**src/rtl/rc_pkg.sv**
```systemverilog
package rc_pkg;

    typedef enum logic [3:0] {
        OP_PASS  = 4'd0,
        OP_ADD   = 4'd1,
        OP_SUB   = 4'd2,
        OP_AND   = 4'd3,
        OP_OR    = 4'd4,
        OP_XOR   = 4'd5,
        OP_MUL   = 4'd6,
        OP_MAC   = 4'd7,
        OP_ABSD  = 4'd8,
        OP_SHL   = 4'd9,
        OP_SHR   = 4'd10,
        OP_SHRND = 4'd11,
        OP_ADD3  = 4'd12
    } op_e;

    typedef enum logic [1:0] {
        SRC_FIFO = 2'd0,
        SRC_GRF  = 2'd1,
        SRC_ROW  = 2'd2,
        SRC_LOR  = 2'd3
    } src_e;

    typedef enum logic [1:0] {
        LOR_HOLD  = 2'd0,
        LOR_DELAY = 2'd1,
        LOR_COEF  = 2'd2,
        LOR_RSVD  = 2'd3
    } lor_e;

    localparam int CFG_WORDS  = 4;
    localparam int FLD_W16    = 4;
    localparam int FLD_SGN    = 5;
    localparam int FLD_SHAMT  = 6;
    localparam int FLD_IDX    = 6;

endpackage

```
**src/rtl/rc_cfg_layers.sv**
```systemverilog
module rc_cfg_layers #(
    parameter int CFGW  = 16,
    parameter int NWORD = 4,
    localparam int AW   = (NWORD > 1) ? $clog2(NWORD) : 1
) (
    input  logic                   clk,
    input  logic                   rst_n,
    input  logic                   en,
    input  logic                   lyr_sel,
    input  logic                   cfg_en,
    input  logic [AW-1:0]          cfg_addr,
    input  logic [CFGW-1:0]        cfg_data,
    output logic [NWORD*CFGW-1:0]  act_words
);

    logic act_q;

    // Active-layer flag: the single transition is a swap on an enabled edge.
    always_ff @(posedge clk or negedge rst_n) begin
        if (!rst_n)
            act_q <= 1'b0;
        else if (en)
            act_q <= lyr_sel;
    end

    for (genvar L = 0; L < 2; L++) begin : g_layer
        logic [NWORD*CFGW-1:0] words_q;
        logic                  wr_here;

        assign wr_here = cfg_en && (act_q != 1'(L));

        always_ff @(posedge clk or negedge rst_n) begin
            if (!rst_n)
                words_q <= '0;
            else if (wr_here)
                words_q[int'(cfg_addr)*CFGW +: CFGW] <= cfg_data;
        end
    end

    assign act_words = act_q ? g_layer[1].words_q : g_layer[0].words_q;

    // no layer change without enable
    p_swap_needs_en_r11: assert property (@(posedge clk) disable iff (!rst_n)
        !en |=> $stable(act_q));

    // writes never disturb the running layer
    p_cfg_write_inactive_r10: assert property (@(posedge clk) disable iff (!rst_n)
        (cfg_en && !en) |=> $stable(act_words));

    // an enabled edge lands on the requested layer
    p_swap_follows_sel_r11: assert property (@(posedge clk) disable iff (!rst_n)
        en |=> (act_q == $past(lyr_sel)));

endmodule

```
**src/rtl/rc_opnd_sel.sv**
```systemverilog
module rc_opnd_sel
    import rc_pkg::*;
#(
    parameter int W    = 16,
    parameter int NCOL = 4,
    parameter int NGRF = 4,
    parameter int IDXW = 2
) (
    input  src_e               kind,
    input  logic [IDXW-1:0]    idx,
    input  logic [W-1:0]       fifo_in,
    input  logic [NGRF*W-1:0]  grf_in,
    input  logic [NCOL*W-1:0]  row_in,
    input  logic [W-1:0]       lor_in,
    output logic [W-1:0]       opnd
);

    logic [W-1:0] grf_pick;
    logic [W-1:0] row_pick;

    always_comb begin
        grf_pick = '0;
        for (int i = 0; i < NGRF; i++)
            if (int'(idx) == i) grf_pick = grf_in[i*W +: W];
    end

    always_comb begin
        row_pick = '0;
        for (int i = 0; i < NCOL; i++)
            if (int'(idx) == i) row_pick = row_in[i*W +: W];
    end

    always_comb begin
        unique case (kind)
            SRC_FIFO: opnd = fifo_in;
            SRC_GRF:  opnd = grf_pick;
            SRC_ROW:  opnd = row_pick;
            SRC_LOR:  opnd = lor_in;
            default:  opnd = '0;
        endcase
    end

endmodule

```
**src/rtl/rc_alu.sv**
```systemverilog
module rc_alu
    import rc_pkg::*;
#(
    parameter int W    = 16,
    localparam int H   = W / 2,
    localparam int SHW = $clog2(W)
) (
    input  logic [W-1:0]   a,
    input  logic [W-1:0]   b,
    input  logic [W-1:0]   c,
    input  op_e            op,
    input  logic           w16,
    input  logic           sgn,
    input  logic [SHW-1:0] shamt,
    output logic [W-1:0]   res
);

    function automatic logic [W-1:0] ext_half(input logic [W-1:0] x, input logic s);
        return s ? {{H{x[H-1]}}, x[H-1:0]} : {{H{1'b0}}, x[H-1:0]};
    endfunction

    logic [W-1:0] ea, eb, ec;
    logic [W-1:0] raw;
    logic [W-1:0] shr_v;
    logic [W-1:0] absd_v;
    logic [W:0]   xa, half, rsum, rsh;
    logic         a_lt_b;

    assign ea = w16 ? a : ext_half(a, sgn);
    assign eb = w16 ? b : ext_half(b, sgn);
    assign ec = w16 ? c : ext_half(c, sgn);

    always_comb begin
        if (sgn) a_lt_b = $signed(ea) < $signed(eb);
        else     a_lt_b = ea < eb;
        absd_v = a_lt_b ? (eb - ea) : (ea - eb);
    end

    always_comb begin
        if (sgn) shr_v = $signed(ea) >>> shamt;
        else     shr_v = ea >> shamt;
    end

    always_comb begin
        xa   = sgn ? {ea[W-1], ea} : {1'b0, ea};
        half = (shamt == '0) ? '0 : ((W+1)'(1) << (shamt - 1'b1));
        rsum = xa + half;
        if (sgn) rsh = $signed(rsum) >>> shamt;
        else     rsh = rsum >> shamt;
    end

    always_comb begin
        unique case (op)
            OP_PASS:  raw = ea;
            OP_ADD:   raw = ea + eb;
            OP_SUB:   raw = ea - eb;
            OP_AND:   raw = ea & eb;
            OP_OR:    raw = ea | eb;
            OP_XOR:   raw = ea ^ eb;
            OP_MUL:   raw = ea * eb;
            OP_MAC:   raw = ea * eb + ec;
            OP_ABSD:  raw = absd_v;
            OP_SHL:   raw = ea << shamt;
            OP_SHR:   raw = shr_v;
            OP_SHRND: raw = rsh[W-1:0];
            OP_ADD3:  raw = ea + eb + ec;
            default:  raw = '0;
        endcase
    end

    assign res = w16 ? raw : ext_half(raw, sgn);

endmodule

```
**src/rtl/rc_cell.sv**
```systemverilog
module rc_cell
    import rc_pkg::*;
#(
    parameter int W    = 16,
    parameter int NCOL = 4,
    parameter int NGRF = 4,
    parameter int CFGW = 16,
    localparam int NWORD = CFG_WORDS,
    localparam int AW    = $clog2(NWORD),
    localparam int SHW   = $clog2(W),
    localparam int MAXN  = (NCOL > NGRF) ? NCOL : NGRF,
    localparam int IDXW  = (MAXN > 1) ? $clog2(MAXN) : 1
) (
    input  logic               clk,
    input  logic               rst_n,
    input  logic               en,
    input  logic               lyr_sel,
    input  logic               cfg_en,
    input  logic [AW-1:0]      cfg_addr,
    input  logic [CFGW-1:0]    cfg_data,
    input  logic [W-1:0]       fifo_in,
    input  logic [NGRF*W-1:0]  grf_in,
    input  logic [NCOL*W-1:0]  row_in,
    output logic [W-1:0]       pe_out,
    output logic [W-1:0]       lor_out
);

    logic [NWORD*CFGW-1:0] act_words;
    logic [CFGW-1:0]       w0, w1, w2, w3;

    rc_cfg_layers #(.CFGW(CFGW), .NWORD(NWORD)) u_layers (
        .clk       (clk),
        .rst_n     (rst_n),
        .en        (en),
        .lyr_sel   (lyr_sel),
        .cfg_en    (cfg_en),
        .cfg_addr  (cfg_addr),
        .cfg_data  (cfg_data),
        .act_words (act_words)
    );

    assign w0 = act_words[0*CFGW +: CFGW];
    assign w1 = act_words[1*CFGW +: CFGW];
    assign w2 = act_words[2*CFGW +: CFGW];
    assign w3 = act_words[3*CFGW +: CFGW];

    op_e            op;
    logic           w16, sgn;
    logic [SHW-1:0] shamt;
    lor_e           lmode;
    logic [W-1:0]   coef;
    logic [W-1:0]   lor_q;
    logic [W-1:0]   res_q;
    logic [W-1:0]   alu_res;
    logic [W-1:0]   opnd [3];

    assign op    = op_e'(w0[3:0]);
    assign w16   = w0[FLD_W16];
    assign sgn   = w0[FLD_SGN];
    assign shamt = w0[FLD_SHAMT +: SHW];
    assign lmode = lor_e'(w2[1:0]);
    assign coef  = w3[W-1:0];

    logic unused_cfg;
    assign unused_cfg = ^{w0, w1, w2, w3};

    for (genvar i = 0; i < 3; i++) begin : g_opnd
        src_e            kind;
        logic [IDXW-1:0] idx;

        assign kind = src_e'(w1[2*i +: 2]);
        assign idx  = w1[FLD_IDX + i*IDXW +: IDXW];

        rc_opnd_sel #(.W(W), .NCOL(NCOL), .NGRF(NGRF), .IDXW(IDXW)) u_sel (
            .kind    (kind),
            .idx     (idx),
            .fifo_in (fifo_in),
            .grf_in  (grf_in),
            .row_in  (row_in),
            .lor_in  (lor_q),
            .opnd    (opnd[i])
        );
    end

    rc_alu #(.W(W)) u_alu (
        .a     (opnd[0]),
        .b     (opnd[1]),
        .c     (opnd[2]),
        .op    (op),
        .w16   (w16),
        .sgn   (sgn),
        .shamt (shamt),
        .res   (alu_res)
    );

    always_ff @(posedge clk or negedge rst_n) begin
        if (!rst_n)
            res_q <= '0;
        else if (en)
            res_q <= alu_res;
    end

    always_ff @(posedge clk or negedge rst_n) begin
        if (!rst_n)
            lor_q <= '0;
        else if (en) begin
            unique case (lmode)
                LOR_DELAY: lor_q <= opnd[0];
                LOR_COEF:  lor_q <= coef;
                default:   lor_q <= lor_q;
            endcase
        end
    end

    assign pe_out  = res_q;
    assign lor_out = lor_q;

    // output holds when disabled
    p_out_hold_r9: assert property (@(posedge clk) disable iff (!rst_n)
        !en |=> $stable(pe_out));

    // local register holds when disabled
    p_lor_idle_r9: assert property (@(posedge clk) disable iff (!rst_n)
        !en |=> $stable(lor_out));

    // delay mode tracks operand A by one edge
    p_lor_delay_r12: assert property (@(posedge clk) disable iff (!rst_n)
        (en && lmode == LOR_DELAY) |=> (lor_out == $past(opnd[0])));

    // coefficient mode loads the configured constant
    p_lor_coef_r13: assert property (@(posedge clk) disable iff (!rst_n)
        (en && lmode == LOR_COEF) |=> (lor_out == $past(coef)));

    // hold mode keeps the register
    p_lor_hold_r13: assert property (@(posedge clk) disable iff (!rst_n)
        (en && lmode == LOR_HOLD) |=> $stable(lor_out));

endmodule

```
**config.mk**
```make
export PLATFORM = sky130hd
export DESIGN_NAME = rc_cell
export DESIGN_NICKNAME = d
export VERILOG_FILES = /design/src/rtl/rc_pkg.sv /design/src/rtl/rc_cfg_layers.sv /design/src/rtl/rc_opnd_sel.sv /design/src/rtl/rc_alu.sv /design/src/rtl/rc_cell.sv
export SDC_FILE = /design/constraint.sdc
export NUM_CORES = 1
export LEC_CHECK = 0
export BUFFER_PORTS_ARGS = -buffer_cell sky130_fd_sc_hd__buf_2
export CAP_MARGIN = 30
export CELL_PAD_IN_SITES_DETAIL_PLACEMENT = 2
export CELL_PAD_IN_SITES_GLOBAL_PLACEMENT = 2
export CORE_UTILIZATION = 36
export CTS_CLUSTER_SIZE = 24
export DETAILED_ROUTE_END_ITERATION = 6
export PLACE_DENSITY_LB_ADDON = 0.25
export SLEW_MARGIN = 10
export SYNTH_ARGS = -nofsm -noshare
export SYNTH_HDL_FRONTEND = slang
export SYNTH_SLANG_ARGS = --single-unit
export TNS_END_PERCENT = 5
```
**constraint.sdc**
```tcl
create_clock -name clk -period 9.6 [get_ports clk]
set_clock_uncertainty 0.15 [all_clocks]
set_input_delay 0.48 -clock clk [delete_from_list [all_inputs] [get_ports clk]]
set_output_delay 0.48 -clock clk [all_outputs]
set_load 0.05 [all_outputs]
```
Word-level counts from Yosys, hierarchy flattened
Cells that the tools add are included.
{ "word_totals": {"register_bits": 161} }
{ "op_classes": {"n_addsub": 8, "mul": 1, "magnitude_cmp": 2, "n_eq_ne": 32, "n_shift": 8, "mux": 46, "n_bitwise": 4, "reduce_logical": 12} }
{ "op_table": {"columns": ["cell", "n"], "rows": [
  ["16-bit two-way mux", 35],
  ["16-bit case mux with 13 select lines", 1],
  ["16-bit case mux with 4 select lines", 3],
  ["64-bit bitwise mux", 2],
  ["64-bit two-way mux", 1],
  ["16-bit by 33-bit variable shift with 64-bit output (first input constant)", 1],
  ["16-bit by 33-bit variable part select with 64-bit output", 1],
  ["16-bit adder", 3],
  ["17-bit two-way mux", 2],
  ["6-bit negator with 33-bit output", 1],
  ["16-bit < comparator", 2],
  ["16-bit case mux with 2 select lines", 1],
  ["16-bit subtractor", 2],
  ["2-bit equality test (second input constant)", 13],
  ["4-bit equality test (second input constant)", 5],
  ["17-bit adder", 1],
  ["1-bit by 4-bit << shifter with 17-bit output (first input constant)", 1],
  ["17-bit by 4-bit >> shifter with 16-bit output", 1],
  ["17-bit by 4-bit >>> shifter with 16-bit output", 1],
  ["16-bit AND", 1],
  ["4-bit by 3-bit equality test with 1-bit output (second input constant)", 4],
  ["16-bit by 16-bit multiplier with 16-bit output", 1],
  ["16-bit bitwise OR", 1],
  ["16-bit by 4-bit << shifter with 16-bit output", 1],
  ["other kinds (14)", 28]
]} }

Depth between registers and ports, before layout
Gate-level depths: netlist of run 1.
{ "logic_depth": {"depth_word": 16, "ltp_mapped": 44, "depth_no_buf": 38} }

By module
A second synthesis of run 1 with hierarchy kept.
{ "unflattened": {"cells_unflattened": 2707, "hier_area_um2": 24090.6} }
{ "modules_own_cells": {"columns": ["module", "instances", "cells_each", "area_each_um2"], "rows": [
  ["rc_alu", 1, 1714, 11858.9],
  ["rc_cfg_layers", 1, 469, 6545.0],
  ["rc_opnd_sel", 3, 145, 1390.1],
  ["rc_cell", 1, 89, 1516.5]
]} }

Worst setup path after synthesis of run 1
No wires, ideal clock.
{ "synth_path": {"path_kind": "reg2reg", "start": "register u_layers.act_q", "end": "register res_q[15] (netlist: pe_out[15])", "setup_ns": 0.121, "t_arrival_ns": 8.562, "t_required_ns": 9.329, "setup_slack_ns": 0.767, "stages_incl_launch_ff": 40, "n_path_buf": 6, "synth_period_minus_slack_ns": 8.833, "cell_sequence": "dfrtp_1 -> buf_6 -> buf_12 -> mux2i_4 -> buf_4 -> buf_4 -> clkbuf_1 -> nand2_1 -> a311oi_1 -> a2111oi_0 -> nor3_1 -> clkbuf_1 -> ha_1 -> inv_1 -> fa_1 -> inv_1 -> fa_1 -> ha_1 -> (+4 left out) -> inv_1 -> ha_1 -> a21boi_0 -> nor2_1 -> mux2_2 -> ha_1 -> a21o_1 -> a2111o_1 -> a31oi_1 -> o21bai_1 -> nand2_1 -> a21oi_1 -> a31o_2 -> xor2_1 -> xnor2_1 -> o22ai_1 -> o31a_1 -> o22a_1"} }
{ "synth_between": {"elab_chain_len": 16, "word_cells_on_any_way": 100, "cone_classes": "add/sub (7); mul (1); order compare (2); eq/ne (30); shift (6); mux (43); bitwise (3); reduce/logical (8)"} }
{ "synth_lines": {"columns": ["element", "line_no", "source"], "rows": [
  ["start: declaration", "rc_cfg_layers.sv:16", "logic act_q;"],
  ["start signal: assignment", "rc_cfg_layers.sv:23", "act_q <= lyr_sel;"],
  ["64-bit two-way mux (*)", "rc_cfg_layers.sv:40", "assign act_words = act_q ? g_layer[1].words_q : g_layer[0].words_q;"],
  ["parallel branches: the longest is 14 deep, another holds 16-bit by 16-bit multiplier with 16-bit output", null, null],
  ["16-bit two-way mux (*)", "rc_alu.sv:71", "assign res = w16 ? raw : ext_half(raw, sgn);"],
  ["end signal: assignment", "rc_cell.sv:100", "res_q <= alu_res;"],
  ["end: declaration", "rc_cell.sv:53", "logic [W-1:0] res_q;"]
]} }
Every way passes the cells marked *.
A chain may end at the register's enable or synchronous reset.

Worst setup path after layout of run 1
Same ends and word-level chain as after synthesis.

==> flow_metrics.py, run 1 <==
metrics = {
    "route": {
        "dr.first_iter.drc_count": 2627,
        "vias": 25800,
        "ant_nets": 0,
        "drt_first_pass_iters": 6,
        "drc_errors": 0,
        "viasPerCell": 6.64,
        "routedWlPerCell_microns": 33.4,
        "routed_wl_mm": 130,
    },
    "sta": {
        "worstMarginPinSlew_ps": 987,
        "max_freq_mhz": 106,
        "period_needed_ps": 9440,
        "tns_ps": 0,
        "whs_ps": 137,
        "slew_viol_final": 0,
        "hold_violations": 0,
        "setup_violations": 0,
        "fin_crit_sh_pct": 98.4,
        "relSlewSlack_pct": 33.9,
    },
    "placed_design": {
        "placed_cells": 3827,
        "io_buffers": 198,
        "gp_congestion": 0.982,
        "hpwlAfterDp_mm": 97.7,
    },
    "global_route": {
        "grt_max_degree": 73,
        "grt_usage_pct": 42.1,
        "grt-ovfl-total": 0,
        "antenna_found_initial": 8,
        "grt_first_pass_wirelength_mm": 185,
        "grt_pass1_vias": 26900,
    },
    "worst_setup_path": {
        "cpPeakStageDelay_ps": 560,
        "critical_path.reg2reg.startpoint": "u_layers.act_q",
        "crit_path_top_delay_cell": "fa_1",
        "cp_max_fo": 12,
        "cp-startpoint": "u_layers.act_q",
        "cp.arrival_ps": 9620,
        "cp_data_required_time_ps": 9770,
        "critPathCaptureType": "flop",
        "start_kind": "flop",
        "crit_type": "reg -> reg",
    },
    "clocking": {
        "clk_latency_ps": 450,
        "clock-sinks": 113,
        "cts-buffers-inserted": 17,
        "clockRootBuffer": "clkbuf_16",
        "clock_path_buffers": 2,
        "path_clk_slew_ps": 60,
        "h-tree-depth": 4,
        "tritoncts": "yes",
    },
    "finish": {
        "syn2layout_area_growth_pct": 17.0,
        "nNetsFinal": 3519,
        "multi_input_area_sq_mm": 0.0168,
        "seqCellArea_sq_mm": 0.00283,
        "fin_cells": 3885,
        "drive_gt1_share_pct": 17.1,
        "n_fill_cell": 6639,
    },
    "floorplan": {
        "die-area_sq_mm": 0.0587,
        "fp-row-count": 87,
        "die_w_microns": 242,
        "core-area_sq_mm": 0.0567,
        "initial_core_util_pct": 36.7,
        "fp.dieH_microns": 242,
        "ioPinCount": 199,
    },
    "synth": {
        "synth_area_leader_cell": "dfrtp_1",
        "yosysUniqueCellTypes": 95,
        "ys_top_cells_by_area": "dfrtp_1 (14%), ha_1 (9.1%), nand2_1 (9.0%)",
        "async_flop_share_pct": 100,
        "yosysWarnings": 0,
        "syn_inst": 2925,
        "syn-num-nets": 3328,
        "ys.flop_type": "dfrtp_1",
        "syn_area_sq_mm": 0.0208,
        "seq_area_frac_synth_pct": 13.6,
        "synth-seq-cells": 113,
        "yosys.area.top_type_share_pct": 13.6,
        "syn_area_per_cell_sq_um": 7.11,
        "synth_edf_count": 0,
    },
    "power": {
        "p_total_mw": 8.42,
        "vdd_drop_max_v": 0.000749,
        "p_sw_mw": 4.91,
        "power_frac_clock_pct": 7.9,
        "power.density_mw_per_mm2": 346,
        "switching_share_pct": 58.3,
        "seqPwrFrac_pct": 8.7,
        "p_int_mw": 3.51,
        "p_leak_nw": 10.7,
        "comb_power_share_pct": 83.4,
    },
    "flow_run": {
        "max-cap-violations": 0,
    },
    "outcome": {
        "status": "complete, no violations",
    },
    "min_path": {
        "min_from": "lyr_sel",
        "hold_path.class": "in -> reg",
    },
}
## worst paths after layout
check                                                       to  slack (ps)  depth (start not counted)
worst max-delay path                                pe_out[15]         160                         38
worst min-delay path                            u_layers.act_q         140                          2
worst max register to register                      pe_out[15]         160                         38
worst min register to register  u_layers.g_layer[1].words_q[5]         360                          2
max in group asynchronous                       u_layers.act_q        7620                          4
min in group asynchronous                            pe_out[1]         450                          2
## synthesized netlist by cell type, types with 36 or more instances
cell type / instances
a22oi_1: 44
nand3_1: 52
fa_1: 85
nor2_1: 307
ha_1: 151
nor3_1: 41
mux2i_1: 63
o211ai_1: 40
a311oi_1: 45
nand2_1: 498
o22ai_1: 36
a21oi_1: 218
o21ai_0: 259
xnor2_1: 69
a221oi_1: 37
a211oi_1: 47
inv_1: 179
clkbuf_1: 127
dfrtp_1: 113
## routing by layer
metal	part of all wire [%]	GRT usage, %	up-vias
met5	0.033	0	-
met4	5.3	20.0	8
met3	8.3	6.96	366
met2	45	66.7	1378
met1	41	55.4	13200
li1	-	-	10800
## cells in the final DEF, fill, tap and decap left out, drive strengths merged, types with 13 or more instances in the layout
cell type  Yosys  final
xnor2         71     71
nand2b        16     16
or2           14     14
nor2         309    309
ha           151    151
nor4          14     14
a21o          35     35
o211ai        40     40
nand3         52     52
o22ai         36     36
a21oi        218    218
buf           72    365
inv          181    182
and2          15     15
clkbuf       127     22
a221oi        37     37
nor2b         14     14
o21bai        20     20
a311oi        45     45
xor2          13     13
nand2        500    500
dfrtp        113    113
o31ai         20     20
a211oi        48     48
mux2i         69     69
a221o         22     22
a31oi         23     23
fa            85     85
o21ai        269    269
a2111oi       15     15
mux2          27     29
a22oi         44     44
nor3          42     42
## area by class of cell
class	count	share of cell area, %
Timing Repair Buffer	369	10.0
Multi-Input combinational cell	2426	69.1
Clock inverter	12	0.545
Sequential cell	113	11.6
Antenna cell	1	0.0103
Clock buffer	19	1.82
Tap cell	756	3.89
Inverter	189	2.95
## power groups by stage
stage | combinational, mW | clock, mW | sequential [mW]
CTS | 6.48 | 0.666 | 0.711
global placement | 5.91 | 0 | 0.703
detailed placement | 6.34 | 0 | 0.713
finish | 7.02 | 0.668 | 0.732
floorplan | 3.84 | 0 | 0.776
global route | 7.40 | 0.681 | 0.729
## logic make-up (layout without fill, tap and decap cells)
| group | Yosys count | after routing | share of synthesized area [%] |
|---|---|---|---|
| AOI/OAI and AO/OA | 987 | 987 | 31.3 |
| xor gates and xnor gates | 89 | 89 | 4.15 |
| adders and majority gates | 236 | 236 | 17.3 |
| buffers and inverters | 388 | 589 | 7.80 |
| DFF | 113 | 113 | 13.6 |
| muxes | 98 | 100 | 5.37 |
| other | 0 | 1 | 0 |
| and+or+nand+nor | 1014 | 1014 | 20.5 |
## stage by stage
stage	worst slack, ps	instance area (sq um)	util, %
after floorplan	767	20800	-
after global placement	-231	23100	40.6
after detailed placement	-668	23100	40.8
after CTS	9.32	23800	42.0
after global routing	-17.2	24300	42.9
final	156	24300	42.9
## repair_timing
action	CTS	global route
hold endpoints to repair	41	0
hold buffers	1	0
endpoints found under the setup margin	8	8
pin swaps	1	16
gates resized for setup	23	64
gates cloned	0	4
setup buffers	1	17
## worst max-delay path: cells and delay by family, from the launching register on
family / cells / cell delay, ps
flops: 1 / 550
simple gates: 5 / 860
fa+ha+maj: 9 / 3620
compound gates: 12 / 2280
buf+inv: 8 / 860
mux: 1 / 410
xor+xnor: 3 / 560
## sequential cells by signal, indices dropped and copies added (netlist names)
register and flops:
u_layers.g_layer.words_q 80, lor_out 16, pe_out 16, u_layers.act_q 1
Power figures use the tool's default switching activity.
==> run 2, diff against run 1 <==
ABC_AREA = 1   (was unset)
CORE_UTILIZATION = 34   (was 36)
REMOVE_ABC_BUFFERS = 1   (was unset)
==> run 2 against run 1 <==
Against the previous run:
- die area up 9.5%
- highest routed layer unchanged
- register-to-register slack improved by 180 ps
- routed wire length grew 4.0%
- combinational power increased by 35%
- clock power increased by 3%
- first-iteration DRC count is 13% lower
- setup slack improved by 180 ps
==> flow_metrics.py, run 2 <==
metrics = {
    "outcome": {
        "status": "complete, no violations",
    },
    "global_route": {
        "grt_usage_pct": 41.5,
        "grt_first_pass_wirelength_mm": 197,
        "grt-ovfl-total": 0,
        "antenna_found_initial": 8,
        "grt_max_degree": 60,
        "grt_pass1_vias": 29500,
    },
    "synth": {
        "async_flop_share_pct": 100,
        "syn_area_per_cell_sq_um": 6.17,
        "synth.most_common_cell": "nand2_1",
        "ys.flop_type": "dfrtp_1",
        "synth_edf_count": 0,
        "syn_area_sq_mm": 0.0215,
        "syn_inst": 3487,
        "synthTopCellsByCount": "nand2_1 (857), inv_1 (486), o21ai_0 (339), nor2_1 (321), a21oi_1 (199)",
        "synth-seq-cells": 113,
        "seq_area_frac_synth_pct": 13.1,
        "ys_top_cells_by_area": "nand2_1 (15%), dfrtp_1 (13%), ha_1 (8.8%)",
        "synth_area_leader_cell": "nand2_1",
        "yosys.area.top_type_share_pct": 14.9,
        "yosysWarnings": 0,
        "yosysUniqueCellTypes": 73,
    },
    "flow_run": {
        "max-cap-violations": 0,
    },
    "placed_design": {
        "gp_congestion": 1.03,
        "io_buffers": 198,
        "hpwlAfterDp_mm": 106,
        "pre_cts_ws_ps": 250,
    },
    "worst_setup_path": {
        "critical_path_buf_inv_count": 9,
        "crit_type": "reg -> reg",
        "critPathCaptureType": "flop",
        "cp_data_required_time_ps": 9760,
        "crit_path_top_delay_cell": "o21ai_2",
        "start_kind": "flop",
        "cp_max_fo": 48,
        "cp_common_cell": "inv_1",
        "worst_path_dominant_cell_family": "adder cells",
        "cp.arrival_ps": 9430,
        "cpPeakStageDelay_ps": 810,
    },
    "finish": {
        "seqCellArea_sq_mm": 0.00283,
        "top_register": "u_layers.g_layer.words_q",
        "drive_gt1_share_pct": 14.0,
        "mostFrequentLayoutCell": "nand2_1",
        "multi_input_area_sq_mm": 0.0161,
        "n_fill_cell": 7788,
        "final_cell_mix": "nand2_1 (852), inv_1 (486), o21ai_0 (335)",
        "post-route-util_pct": 39.4,
        "syn2layout_area_growth_pct": 13.8,
        "largest_reg_flops": 80,
        "nNetsFinal": 4073,
    },
    "clocking": {
        "tritoncts": "yes",
        "clockRootBuffer": "clkbuf_16",
        "clk_latency_ps": 440,
        "h-tree-depth": 4,
        "cts-buffers-inserted": 17,
        "clock_path_buffers": 2,
        "path_clk_slew_ps": 60,
        "clock-sinks": 113,
    },
    "floorplan": {
        "fp.dieH_microns": 254,
        "die_w_microns": 254,
        "initial_core_util_pct": 34.6,
        "die-area_sq_mm": 0.0643,
        "core-area_sq_mm": 0.0622,
        "ioPinCount": 199,
        "fp-row-count": 91,
    },
    "sta": {
        "max_freq_mhz": 108,
        "period_needed_ps": 9260,
        "relSlewSlack_pct": 32.1,
        "rsz0062_at_grt": "no",
        "setup_violations": 0,
        "fin_crit_sh_pct": 96.5,
        "whs_ps": 269,
        "slew_viol_final": 0,
        "worstMarginPinSlew_ps": 993,
        "hold_violations": 0,
        "setup_ws_ps": 336,
    },
    "route": {
        "drt-met1-wl_mm": 56.5,
        "wl_met2_mm": 63.0,
        "top_layer": "met5",
        "drc_errors": 0,
        "ant_nets": 0,
        "drt_first_pass_iters": 5,
        "dr.first_iter.drc_count": 2290,
        "vias": 27300,
        "routedWlPerCell_microns": 29.8,
        "routed_wl_mm": 135,
        "viasPerCell": 6.02,
        "wl_met3_mm": 8.75,
    },
    "power": {
        "power.density_mw_per_mm2": 444,
        "vdd_drop_max_v": 0.000450,
        "p_leak_nw": 12.3,
    },
    "min_path": {
        "hold_path.class": "in -> reg",
    },
}
## run 2: kinds of logic after synthesis
group / count (synthesis) / share of synthesized area, %
multiplexers: 35 / 1.80
AO/OA/AOI/OAI: 848 / 23.3
XOR/XNOR: 66 / 2.69
flip-flops: 113 / 13.1
buffers and inverters: 680 / 12.8
AND/OR/NAND/NOR: 1509 / 29.6
adder cells (fa/ha/maj): 236 / 16.7
## run 2: final timing paths
path	end	start	depth (start not counted)	slack, ps
setup / recovery	pe_out[13]	u_layers.act_q	34	340
hold / removal	u_layers.g_layer[0].words_q[17]	cfg_data[1]	3	270
setup reg to reg	pe_out[13]	u_layers.act_q	34	340
hold reg to reg	u_layers.g_layer[0].words_q[27]	u_layers.g_layer[0].words_q[27]	2	340
max in group asynchronous	lor_out[4]	rst_n	3	7410
min in group asynchronous	pe_out[10]	rst_n	2	510
## run 2: where the power goes
group / internal [mW] / switching, mW
logic: 2.97 / 6.54
registers: 0.570 / 0.112
clock network: 0.415 / 0.270
## run 2: area by class of cell
type | instances | area share, %
Antenna cell | 5 | 0.0511
Clock buffer | 19 | 1.81
Clock inverter | 13 | 0.659
Inverter | 526 | 8.11
Multi-Input combinational cell | 2695 | 65.6
Sequential cell | 113 | 11.6
Tap cell | 837 | 4.28
Timing Repair Buffer | 317 | 7.96
## run 2: layer usage
metal	vias to the layer above	track usage (%)
met5	-	0
met4	4	20.2
met3	337	5.14
met2	1177	69.0
met1	13900	52.9
li1	11800	-
## run 2: what timing repair did
action | CTS | global route
setup endpoints to repair | 0 | 6
setup buffers | 0 | 5
resized for setup | 0 | 20
hold buffers | 1 | 0
hold endpoints to repair | 42 | 0
## run 2: worst register-to-register path, delay by kind of cell (launching register included)
kind | cells | cell delay [ps]
AOI/OAI and AO/OA | 5 | 1510
xor gates and xnor gates | 1 | 190
adders and majority gates | 7 | 2950
buffers and inverters | 9 | 1360
DFF | 1 | 570
and+or+nand+nor | 12 | 2370
## run 2: through the flow
| stage | cells | setup TNS, ps | cell area (sq um) | total power [mW] |
|---|---|---|---|---|
| floorplan | 3333 | -273 | 20700 | 5.87 |
| global route | 4524 | 0 | 24500 | 11.5 |
| global placement | 4477 | 0 | 23700 | 9.18 |
| detailed placement | 4479 | 0 | 23700 | 9.72 |
| finish | 4525 | 0 | 24500 | 10.9 |
| CTS | 4512 | 0 | 24300 | 10.5 |
